### src/rtl/reload_down_timer.sv
module reload_down_timer #(
  parameter int W = 8
) (
  input  logic         clk,
  input  logic         rst_n,
  input  logic         osc_tick,
  input  logic         ext_tick,
  input  logic         src_sel,
  input  logic         run,
  input  logic         irq_en,
  input  logic         reg_wr,
  input  logic [W-1:0] reg_wdata,
  output logic [W-1:0] reg_rdata,
  input  logic         flag_clr,
  output logic         flag,
  output logic         irq
);
  logic [W-1:0] cnt, buf_q;
  logic run_q, tk, load, step, uflow;

  assign tk    = src_sel ? ext_tick : osc_tick;
  assign load  = run & ~run_q;
  assign step  = run & run_q & tk;
  assign uflow = step & (cnt == '0);

  always_ff @(posedge clk) begin
    if (!rst_n) begin
      cnt   <= '0;
      buf_q <= '0;
      flag  <= 1'b0;
      run_q <= 1'b0;
    end else begin
      run_q <= run;
      if (reg_wr) buf_q <= reg_wdata;
      if (load || uflow) cnt <= buf_q;
      else if (step)     cnt <= cnt - 1'b1;
      if (uflow)         flag <= 1'b1;
      else if (flag_clr) flag <= 1'b0;
    end
  end

  assign reg_rdata = cnt;
  assign irq       = flag & irq_en;
endmodule


### config.mk
export PLATFORM = sky130hd
export DESIGN_NAME = reload_down_timer
export DESIGN_NICKNAME = d
export VERILOG_FILES = /design/src/rtl/reload_down_timer.sv
export SDC_FILE = /design/constraint.sdc
export NUM_CORES = 1
export LEC_CHECK = 0
export BUFFER_PORTS_ARGS = -buffer_cell sky130_fd_sc_hd__buf_4
export CAP_MARGIN = 5
export CORE_ASPECT_RATIO = 1.75
export CORE_MARGIN = 4
export CORE_UTILIZATION = 35
export CTS_CLUSTER_DIAMETER = 100
export CTS_CLUSTER_SIZE = 14
export DETAILED_ROUTE_END_ITERATION = 12
export SLEW_MARGIN = 20
export SYNTH_ARGS = -nofsm -noshare
export SYNTH_HDL_FRONTEND = slang
export SYNTH_SLANG_ARGS = --single-unit
### constraint.sdc
create_clock -name clk -period 2 [get_ports clk]
set_input_delay 0.1 -clock clk [delete_from_list [all_inputs] [get_ports clk]]
set_output_delay 0.1 -clock clk [all_outputs]
set_load 0.1 [all_outputs]
# [Word-level counts from Yosys, hierarchy flattened]
# Cells that the tools add are included.
[totals] register_bits=18 in_bits=17 output_inout_bits=10 wordCells=20
[classes] add_sub_neg=1 muxes=5 bitwise_logic=6 reduce_logical=4
[op_table] cell="8-bit 2-to-1 mux" count=2
[op_table] cell="8-bit zero test" count=1
[op_table] cell="8-bit by 1-bit subtractor with 8-bit output, second input constant" count=1
[op_table] cell="1-bit bitwise AND" count=5
[op_table] cell="2-bit nonzero test" count=2
[op_table] cell="1-bit 2-to-1 mux" count=3
[op_table] cell="1-bit logical OR" count=1
[op_table] cell="1-bit NOT" count=1

# [Longest topological paths before layout]
[logic_depth] ltp_word=5 ltp_mapped=6 depth_no_buf=6

# [Worst setup path before layout]
# No wires, ideal clock.
[synth_timing] kind="reg2reg" from="register cnt[0], in the netlist reg_rdata[0]" to="register cnt[4], in the netlist reg_rdata[4]" setup_time_ns=0.120 arrival_ns=2.219 t_required_ns=1.880 slack_ns=-0.339 stages_incl_launch_ff=7 n_path_buf=0 synth_period_minus_slack_ns=2.339 cell_sequence="dfxtp_1 -> inv_1 -> ha_1 -> or3b_2 -> o41ai_4 -> and2_2 -> a211o_1"
[synth_via] elab_chain_cells=4
[synth_rtl] item="from (decl)" line="18" rtl="logic [W-1:0] cnt, buf_q;"
[synth_rtl] item="from (signal assigned)" line="35" rtl="if (load || uflow) cnt <= buf_q;"
[synth_rtl] item="from (signal assigned)" line="36" rtl="else if (step) cnt <= cnt - 1'b1;"
[synth_rtl] item="branches (longest 4 deep; another with 8-bit by 1-bit subtractor with 8-bit output)"
# Several ways; the timed one is not identified. The select of a mux whose other input is x is not followed.
# A chain may end at the register's enable or synchronous reset.

# [Worst setup path in the final report]
[layout_timing] from="register cnt[0], in the netlist reg_rdata[0]" to="register cnt[3], in the netlist reg_rdata[3]"
# The elaborated chain is that of the path after synthesis.

==> reports/qor.yml <==
placed_design:
  gp_congestion: 0.875
  dp_hpwl_microns: 2080
  dp.cells: 164
  io_buffers: 26
setup_path:
  cp.required_ns: 2.12
  r2r-end: "reg_rdata[3]"
  cp_data_arrival_time_ns: 2.00
  reg2reg_slack_ns: 0.11
  cpPeakStageDelay_ns: 0.42
  start_kind: "register"
  worstPathMaxFanout: 8
  cp-end-kind: "register"
  criticalPathCategory: "reg2reg"
  path_cells: "inv_1, ha_1, or3b_4, o41ai_4, mux2i_1, a21oi_1"
  critPathTopFamily: "compound AO/OA/AOI/OAI gates"
  crit_buf_inv: 1
  reg2reg_depth: 6
  cp_slowest_cell: "o41ai_4"
  reg2reg_from: "reg_rdata[0]"
global_route:
  grt_usage_pct: 15.0
  grt_max_degree: 17
  antenna_found_initial: 0
  grt_overflow: 0
  grtUsageMet3_pct: 2.29
  grt-busiest-layer: "met2"
  use_met1_pct: 16.5
  grt_pass1_vias: 929
  grt_pass1_wl_microns: 4130
  use_met2_pct: 24.7
power_and_ir_drop:
  cellPowerDensity_mw_per_mm2: 731
  vdd_drop_max_mv: 0.435
  cellLeakagePower_nw: 0.604
synth:
  syn-cell-area_sq_um: 983
  synth_edf_count: 0
  ys_ff_latch: 18
  synthArstFlopShare_pct: 0
  seq_area_frac_synth_pct: 36.6
  synthCells: 110
  synth_fp_nets: 129
  synth_ff_type: "dfxtp_1"
  ys_types: 37
  synth_warnings: 0
  synth_area_per_cell_sq_um: 8.94
routing:
  wl_per_cell_microns: 15.1
  drcViolationCount: 0
  vias: 942
  drt_wl_total_microns: 2550
  ant_nets: 0
  via_per_inst: 5.61
  drt-initial-drc-count: 32
  dr.pass1.iters: 4
timing:
  relSlewSlack_pct: 59.1
  period_share_pct: 94.4
  setup_viol: 0
  fin_tns_setup_ns: 0
  slew_viol_final: 0
  skew_ns: 0.00214
  worst_slew_pin_slew_ns: 0.597
  period_minus_slack_ns: 1.89
  hold_violations: 0
  fmax_mhz: 530
  rsz0062_at_grt: "no"
clocking:
  cts_tree: "done"
  cts_hold_buf: 0
  path_clk_slew_ns: 0.07
  numCtsBuffers: 3
  clk_latency_ns: 0.25
  clock_sinks: 18
  clockBufferDepth: 2
  htreeDepth: 1
  clock-root-buffer: "clkbuf_8"
floorplan:
  dieArea_sq_mm: 0.00376
  die_x_microns: 48.1
  initial_core_util_pct: 36.6
  io_pins: 27
  fp.dieH_microns: 78.1
  row_count: 25
  core_area_sq_mm: 0.00269
cells_and_area:
  drive_gt1_share_pct: 31.9
  area_growth_pct: 31.3
  final_cell_mix: "buf_4, mux2i_1, dfxtp_1"
  nets: 161
  final_common_cell: "buf_4"
  antenna_cells: 0
  fin_cells: 168
flow_run:
  drv_cap: 0
min_path:
  worstHoldPathCells: 3
  hold_class: "in2reg"
  min_from: "reg_wdata[4]"
  min_to: "buf_q[4]"
outcome:
  outcome: "finished clean"
[logic make-up (layout without fill, tap and decap cells)]
kind of cell | after synthesis | in the layout | share of synthesized area (%)
muxes | 13 | 13 | 13.2
AOI/OAI and AO/OA | 24 | 24 | 19.5
buffers and inverters | 10 | 41 | 4.58
and+or+nand+nor | 43 | 43 | 23.5
DFF | 18 | 18 | 36.6
adders and majority gates | 2 | 2 | 2.54
[how the worst max path moves through the flow]
stage	endpoint	cells after the start	from
after floorplan	reg_rdata[3]	4	reg_rdata[5]
after global placement	reg_rdata[3]	6	reg_rdata[0]
after detailed placement	reg_rdata[3]	6	reg_rdata[0]
after CTS	reg_rdata[3]	6	reg_rdata[0]
after global routing	reg_rdata[3]	6	reg_rdata[0]
final	reg_rdata[3]	6	reg_rdata[0]
[report_power, final]
part	internal, mW	total, mW	leakage [nW]	switching, mW
combinational	0.0992	0.252	0.425	0.153
sequential	0.379	0.399	0.150	0.0203
clock	0.175	0.292	0.0288	0.117
[cell usage after synthesis (2+ instances only)]
cell type	n	share of area, %
dfxtp_1	18	37
mux2i_1	13	13
nor2_1	11	4.2
nand2_1	8	3.1
inv_1	6	2.3
nor4_1	6	3.8
o21ai_0	4	2.0
a21oi_1	3	1.5
clkbuf_1	3	1.1
or4_1	3	2.3
a211o_1	2	1.8
a31oi_1	2	1.3
and2_1	2	1.3
and3_1	2	1.3
ha_1	2	2.5
nand3_1	2	1.0
nor2b_1	2	1.3
o31ai_1	2	1.5
[through the flow]
step / instance area [sq um] / total power, mW / hold slack [ns] / setup slack, ns / utilization, %
after floorplan: 990 / 0.575 / 0.244 / 0.00262 / -
after global placement: 1230 / 0.654 / 0.335 / 0.138 / 45.9
after detailed placement: 1230 / 0.657 / 0.340 / 0.0906 / 45.9
after CTS: 1290 / 0.953 / 0.0775 / 0.0810 / 47.9
after global routing: 1290 / 0.990 / 0.0756 / 0.00183 / 48.0
final: 1290 / 0.943 / 0.0780 / 0.112 / 48.0
[flip-flops by register name (all words and copies together), names as in the netlist]
| name | cells |
|---|---|
| buf_q | 8 |
| reg_rdata | 8 |
| flag | 1 |
| run_q | 1 |
[metal layers]
layer	routed length [microns]	up-vias
met5	0	-
met4	120	0
met3	109	10
met2	1350	27
met1	963	436
li1	-	469
[area by class of cell]
class / instances / area, sq um
Sequential cell: 18 / 367
Inverter: 6 / 22.5
Multi-Input combinational cell: 82 / 581
Fill cell: 269 / 1400
Tap cell: 27 / 33.8
Clock buffer: 4 / 55.1
Timing Repair Buffer: 31 / 233
[timing repair]
action,in CTS,in global routing
setup endpoints to repair,0,1
setup buffers,0,0
resized for setup,0,1
[worst reg2reg max path: cells and delay by family, from the launching register on]
kind | cells | cell delay, ns
flops | 1 | 0.35
simple gates | 1 | 0.41
compound gates | 2 | 0.50
fa+ha+maj | 1 | 0.19
buf+inv | 1 | 0.09
mux | 1 | 0.23
(Power assumes the default switching activity.)
